File: config.mk
export PLATFORM = sky130hd
export DESIGN_NAME = console_mmio_regs
export DESIGN_NICKNAME = d
export VERILOG_FILES = /design/src/rtl/console_mmio_pkg.sv /design/src/rtl/console_addr_dec.sv /design/src/rtl/console_in_chan.sv /design/src/rtl/console_out_chan.sv /design/src/rtl/console_mmio_regs.sv
export SDC_FILE = /design/constraint.sdc
export NUM_CORES = 1
export LEC_CHECK = 0
export CORE_AREA = 2 2 69 71
export DETAILED_ROUTE_END_ITERATION = 8
export DIE_AREA = 0 0 71 73
export HOLD_SLACK_MARGIN = 0.06
export PLACE_DENSITY = 0.79
export SYNTH_ARGS = -nofsm -noshare
export SYNTH_HDL_FRONTEND = slang
export SYNTH_SLANG_ARGS = --single-unit
File: constraint.sdc
create_clock -name clk_i -period 3.5 [get_ports clk_i]
set_input_delay 0.875 -clock clk_i [delete_from_list [all_inputs] [get_ports clk_i]]
set_output_delay 0.875 -clock clk_i [all_outputs]
set_load 0.01 [all_outputs]
File: src/rtl/console_mmio_pkg.sv
package console_mmio_pkg;
  localparam int unsigned BUS_W    = 32;
  localparam int unsigned CHAR_W   = 8;
  localparam int unsigned NUM_REGS = 4;
  localparam int unsigned RDY_BIT  = 0;
  localparam int unsigned IE_BIT   = 1;

  typedef enum logic [1:0] {
    REG_IN_CTRL  = 2'd0,
    REG_IN_DATA  = 2'd1,
    REG_OUT_CTRL = 2'd2,
    REG_OUT_DATA = 2'd3
  } reg_idx_e;
endpackage

File: src/rtl/console_addr_dec.sv
module console_addr_dec #(
  parameter int unsigned ADDR_W    = 32,
  parameter int unsigned NUM_REGS  = 4,
  parameter logic [ADDR_W-1:0] BASE = 32'hFFFF_0000
) (
  input  logic                clk_i,
  input  logic                rst_ni,
  input  logic                req_i,
  input  logic [ADDR_W-1:0]   addr_i,
  output logic [NUM_REGS-1:0] sel_o
);
  localparam int unsigned IDX_W  = $clog2(NUM_REGS);
  localparam int unsigned SPAN_W = IDX_W + 2;

  logic hit;
  logic [IDX_W-1:0] idx;

  assign hit = (addr_i[ADDR_W-1:SPAN_W] == BASE[ADDR_W-1:SPAN_W]) && (addr_i[1:0] == 2'b00);
  assign idx = addr_i[SPAN_W-1:2];

  for (genvar g = 0; g < NUM_REGS; g++) begin : g_sel
    assign sel_o[g] = req_i && hit && (idx == IDX_W'(g));
  end


  sel_onehot_chk: assert property (@(posedge clk_i) disable iff (!rst_ni)
    $onehot0(sel_o));

  sel_needs_req_chk: assert property (@(posedge clk_i) disable iff (!rst_ni)
    !req_i |-> (sel_o == '0));
endmodule

File: src/rtl/console_in_chan.sv
module console_in_chan #(
  parameter int unsigned CHAR_W = 8
) (
  input  logic              clk_i,
  input  logic              rst_ni,
  input  logic              byte_vld_i,
  input  logic [CHAR_W-1:0] byte_i,
  input  logic              rd_clr_i,
  input  logic              ie_wr_i,
  input  logic              ie_val_i,
  output logic              rdy_o,
  output logic              ie_o,
  output logic [CHAR_W-1:0] data_o
);
  always_ff @(posedge clk_i or negedge rst_ni) begin
    if (!rst_ni) begin
      rdy_o  <= 1'b0;
      ie_o   <= 1'b0;
      data_o <= '0;
    end else begin
      // arrival beats a same-cycle consuming read
      if (byte_vld_i) begin
        rdy_o  <= 1'b1;
        data_o <= byte_i;
      end else if (rd_clr_i) begin
        rdy_o  <= 1'b0;
      end
      if (ie_wr_i) ie_o <= ie_val_i;
    end
  end


  in_arrive_chk: assert property (@(posedge clk_i) disable iff (!rst_ni)
    byte_vld_i |=> rdy_o && (data_o == $past(byte_i)));

  in_consume_chk: assert property (@(posedge clk_i) disable iff (!rst_ni)
    (rd_clr_i && !byte_vld_i) |=> !rdy_o);

  in_hold_chk: assert property (@(posedge clk_i) disable iff (!rst_ni)
    (!byte_vld_i && !rd_clr_i) |=> $stable(rdy_o) && $stable(data_o));
endmodule

File: src/rtl/console_out_chan.sv
module console_out_chan #(
  parameter int unsigned CHAR_W = 8
) (
  input  logic              clk_i,
  input  logic              rst_ni,
  input  logic              wr_i,
  input  logic [CHAR_W-1:0] wdata_i,
  input  logic              done_i,
  input  logic              ie_wr_i,
  input  logic              ie_val_i,
  output logic              rdy_o,
  output logic              ie_o,
  output logic [CHAR_W-1:0] data_o,
  output logic              disp_vld_o
);
  always_ff @(posedge clk_i or negedge rst_ni) begin
    if (!rst_ni) begin
      rdy_o      <= 1'b1;
      ie_o       <= 1'b0;
      data_o     <= '0;
      disp_vld_o <= 1'b0;
    end else begin
      disp_vld_o <= wr_i;
      // new write beats a same-cycle done
      if (wr_i) begin
        rdy_o  <= 1'b0;
        data_o <= wdata_i;
      end else if (done_i) begin
        rdy_o  <= 1'b1;
      end
      if (ie_wr_i) ie_o <= ie_val_i;
    end
  end


  out_launch_chk: assert property (@(posedge clk_i) disable iff (!rst_ni)
    wr_i |=> !rdy_o && disp_vld_o && (data_o == $past(wdata_i)));

  out_pulse_chk: assert property (@(posedge clk_i) disable iff (!rst_ni)
    !wr_i |=> !disp_vld_o);

  out_done_chk: assert property (@(posedge clk_i) disable iff (!rst_ni)
    (done_i && !wr_i) |=> rdy_o);
endmodule

File: src/rtl/console_mmio_regs.sv
module console_mmio_regs
  import console_mmio_pkg::*;
#(
  parameter int unsigned ADDR_W = 32,
  parameter logic [ADDR_W-1:0] BASE = 32'hFFFF_0000
) (
  input  logic              clk_i,
  input  logic              rst_ni,
  input  logic              bus_req_i,
  input  logic              bus_we_i,
  input  logic [ADDR_W-1:0] bus_addr_i,
  input  logic [BUS_W-1:0]  bus_wdata_i,
  output logic [BUS_W-1:0]  bus_rdata_o,
  input  logic              kbd_vld_i,
  input  logic [CHAR_W-1:0] kbd_byte_i,
  output logic              disp_vld_o,
  output logic [CHAR_W-1:0] disp_byte_o,
  input  logic              disp_done_i,
  output logic              irq_o
);
  logic [NUM_REGS-1:0] sel;
  logic in_rdy, in_ie, out_rdy, out_ie;
  logic [CHAR_W-1:0] in_data, out_data;
  logic rd, wr;

  assign rd = !bus_we_i;
  assign wr = bus_we_i;

  console_addr_dec #(.ADDR_W(ADDR_W), .NUM_REGS(NUM_REGS), .BASE(BASE)) u_dec (
    .clk_i (clk_i),
    .rst_ni(rst_ni),
    .req_i (bus_req_i),
    .addr_i(bus_addr_i),
    .sel_o (sel)
  );

  console_in_chan #(.CHAR_W(CHAR_W)) u_in (
    .clk_i     (clk_i),
    .rst_ni    (rst_ni),
    .byte_vld_i(kbd_vld_i),
    .byte_i    (kbd_byte_i),
    .rd_clr_i  (sel[REG_IN_DATA] && rd),
    .ie_wr_i   (sel[REG_IN_CTRL] && wr),
    .ie_val_i  (bus_wdata_i[IE_BIT]),
    .rdy_o     (in_rdy),
    .ie_o      (in_ie),
    .data_o    (in_data)
  );

  console_out_chan #(.CHAR_W(CHAR_W)) u_out (
    .clk_i     (clk_i),
    .rst_ni    (rst_ni),
    .wr_i      (sel[REG_OUT_DATA] && wr),
    .wdata_i   (bus_wdata_i[CHAR_W-1:0]),
    .done_i    (disp_done_i),
    .ie_wr_i   (sel[REG_OUT_CTRL] && wr),
    .ie_val_i  (bus_wdata_i[IE_BIT]),
    .rdy_o     (out_rdy),
    .ie_o      (out_ie),
    .data_o    (out_data),
    .disp_vld_o(disp_vld_o)
  );

  assign disp_byte_o = out_data;

  always_comb begin
    bus_rdata_o = '0;
    if (sel[REG_IN_CTRL]) begin
      bus_rdata_o[RDY_BIT] = in_rdy;
      bus_rdata_o[IE_BIT]  = in_ie;
    end
    if (sel[REG_IN_DATA])  bus_rdata_o[CHAR_W-1:0] = in_data;
    if (sel[REG_OUT_CTRL]) begin
      bus_rdata_o[RDY_BIT] = out_rdy;
      bus_rdata_o[IE_BIT]  = out_ie;
    end
    if (sel[REG_OUT_DATA]) bus_rdata_o[CHAR_W-1:0] = out_data;
  end

  assign irq_o = (in_rdy && in_ie) || (out_rdy && out_ie);


  irq_in_src_chk: assert property (@(posedge clk_i) disable iff (!rst_ni)
    (kbd_vld_i && in_ie && !(sel[REG_IN_CTRL] && wr)) |=> irq_o);

  ctrl_upper_zero_chk: assert property (@(posedge clk_i) disable iff (!rst_ni)
    (sel[REG_IN_CTRL] || sel[REG_OUT_CTRL]) |-> (bus_rdata_o[BUS_W-1:2] == '0));
endmodule

==> run_results.csv <==
group,metric,value,unit
cells_and_area,finalInstanceArea,2080,um^2
global_route,grt_overflow,0,
sta,setup_viol,0,
cells_and_area,layout-drive-gt1-share,0.265,
detailed_routing,final_antenna_net_count,0,
cells_and_area,finish.utilization,0.460,
synth,number_of_synthesized_register_bits,21,
outcome,outcome,"completed",
clock_tree,numCtsBuffers,3,
cells_and_area,diodes,0,
die,initial_core_util,0.282,
cells_and_area,most_common_library_cell_in_the_layout_ignoring_fill_and_taps,"clkdlybuf4s50_1",
detailed_routing,route.detailed.drc,0,
synth,synth-warning-count,0,
synth,synth.distinct_cells,26,
power,pwr_density_cell,250,nW/um^2
global_route,wire_length_of_the_first_global_routing_pass,5020,um
clock_tree,cts_root_buf,"clkbuf_8",
detailed_routing,drt-wirelength-per-cell,13.2,um
detailed_routing,viasPerCell,4.49,
sta,min_period,3.43,ns
sta,final.period_utilization,0.980,
placed_design,dp_hpwl,2580,um
global_route,grt_antenna_before_repair,0,
global_route,largest_net_degree_at_the_start_of_global_routing,22,
detailed_routing,dr.first_iter.drc_count,12,
placed_design,place_area,1990,um^2
cells_and_area,top_library_cells_by_usage_in_the_layout_fill_and_taps_aside,"clkdlybuf4s50_1 (61), conb_1 (24), dfrtp_1 (20), mux2_2 (17), buf_4 (7)",
sta,maxClockFrequency,0.292,GHz
clock_tree,clk_pin_slew_worst_paths,0.07,ns
worst_setup_path,worst-endpoint-required,2.62,ns
clock_tree,number_of_levels_in_the_clock_h_tree,1,
run,cap_violations,0,
power,p_clk_frac,0.296,
cells_and_area,num-fill-cells,435,
cells_and_area,area_delta_synth_final,63.0,%
synth,yosysSeqAreaShare,0.412,
die,row_count,25,
power,power.share.sequential,0.492,
clock_tree,ctsHoldBuffers,0,
worst_setup_path,criticalPathCategory,"input port to output port",
clock_tree,cts_tree,"built",
die,io_count,120,
power,sw_frac_of_total,0.226,
clock_tree,cts.sink_count,21,
worst_setup_path,worst_ep_arrival_time,2.55,ns
worst_setup_path,critPathLaunchType,"input port",
power,total_switching_power,0.118,mW
global_route,first_global_vias,1145,
sta,maxSlewHeadroom,0.363,
global_route,grt_use_total,0.125,
die,die-width,71,um
synth,synth_cells,106,
cells_and_area,nets,264,
sta,slew_viol_final,0,
power,ir_drop,0.000162,V
clock_tree,later_pin_clock_latency_in_the_skew_report,0.25,ns
sta,rsz0062_at_grt,"no",
power,internal_power,0.403,mW
synth,syn_avg_cell_area,12.1,um^2
worst_setup_path,cp-end-kind,"output port",
sta,fin_worst_skew,0,ns
worst_hold_path,hp-class,"register to register",
power,comb_power_share,0.212,
die,total_die_area,5180,um^2
placed_design,io_buffers,71,
detailed_routing,drt-total-wl,3150,um
sta,slew_of_the_pin_with_the_lowest_slew_margin,0.953,ns
detailed_routing,route.vias.total,1074,
sta,final-hold-violation-count,0,
detailed_routing,drt_pre_antenna_iters,2,
worst_setup_path,critical_path_peak_fanout,7,
die,design.core.area,4540,um^2
synth,synth.cell_area,1280,um^2
clock_tree,cts_max_path_buffers,2,
power,cellLeakagePower,0.939,nW
placed_design,finalWeightedCongestion,0.675,
die,fp.dieH,73,um
-- Yosys cell counts, drive strengths merged --
master | instances | area (um^2)
o21a | 1 | 7.51
and3 | 2 | 12.5
nand2 | 1 | 3.75
dfstp | 1 | 26.3
o22a | 1 | 8.76
or4b | 3 | 37.5
buf | 25 | 184
nor2 | 7 | 26.3
nand4 | 4 | 40.0
mux2i | 6 | 60.1
conb | 1 | 3.75
nor4 | 2 | 42.5
dfrtp | 20 | 500
mux4 | 2 | 45.0
clkbuf | 2 | 7.51
or3 | 2 | 12.5
nand3 | 2 | 10.0
mux2 | 18 | 203
nand4b | 3 | 26.3
a22o | 1 | 8.76
and2 | 1 | 6.26
nor2b | 1 | 6.26
-- registers in the layout (all words and copies together), names as in the netlist --
register / cells
u_out.data_o: 8
u_in.rdy_o: 1
u_out.disp_vld_o: 1
u_in.data_o: 8
u_in.ie_o: 1
u_out.rdy_o: 1
u_out.ie_o: 1
-- metrics by stage --
step	setup WS [ns]	power, mW	hold WS [ns]	cells	setup TNS [ns]
finish	0.0717	0.520	0.509	239	0
global route	0.0157	0.549	0.532	239	0
CTS	0.0103	0.528	0.512	239	0
detailed placement	-0.461	0.371	0.495	232	-3.44
global placement	-0.456	0.367	0.488	232	-3.47
floorplan	0.359	0.319	0.476	129	0
-- cells by family after synthesis --
group                  share of synthesized area
AOI/OAI and AO/OA                         0.0196
buffers and inverters                      0.150
DFF                                        0.412
muxes                                      0.241
other                                    0.00293
and+or+nand+nor                            0.175
-- power by group through the flow --
| stage | logic [mW] | clock network (mW) | registers [mW] |
|---|---|---|---|
| 3_5_place_dp | 0.110 | 0 | 0.261 |
| 4_1_cts | 0.111 | 0.161 | 0.256 |
| 5_1_grt | 0.120 | 0.172 | 0.257 |
| 2_1_floorplan | 0.0592 | 0 | 0.260 |
| 3_3_place_gp | 0.106 | 0 | 0.261 |
| 6_report | 0.110 | 0.154 | 0.256 |
-- cell type report --
type / instances / area (um^2) / area share
flip-flops and latches: 21 / 527 / 0.253
clock buffers: 4 / 45.0 / 0.0216
repair buffers: 79 / 764 / 0.367
well taps: 54 / 67.6 / 0.0324
multi-input cells: 81 / 681 / 0.327
-- worst paths after layout --
| kind | start | to | slack, ns | cells past startpoint |
|---|---|---|---|---|
| max in group asynchronous | rst_ni | u_out.data_o[5]$_DFFE_PN0P_ | 1.77 | 1 |
| max reg2reg | u_out.data_o[3]$_DFFE_PN0P_ | u_out.data_o[3]$_DFFE_PN0P_ | 2.71 | 1 |
| min | u_in.data_o[5]$_DFFE_PN0P_ | u_in.data_o[5]$_DFFE_PN0P_ | 0.51 | 1 |
| max | bus_addr_i[1] | bus_rdata_o[2] | 0.07 | 7 |
| min reg2reg | u_in.data_o[5]$_DFFE_PN0P_ | u_in.data_o[5]$_DFFE_PN0P_ | 0.51 | 1 |
| min in group asynchronous | rst_ni | u_in.data_o[2]$_DFFE_PN0P_ | 1.15 | 1 |
-- worst max-delay path: stages --
cell and delay [ns]:
clkdlybuf4s50_1 0.41, or4b_4 0.55, nor4_4 0.19, nand3_1 0.13, buf_6 0.17, nor2_1 0.08
buf_2 0.14
-- layer usage --
metal	share of wire	GRT usage	vias up
li1	-	-	491
met2	0.52	0.244	75
met4	0.0079	0.0377	0
met1	0.34	0.121	504
met3	0.13	0.0470	4
met5	0	0	-
-- what timing repair did --
item | 4_1_cts | 5_1_grt
resized for setup | 34 | 14
pin swaps | 3 | 6
setup endpoints to repair | 8 | 7
cloned | 0 | 0
buffers inserted | 3 | 0
(Power assumes the default switching activity.)
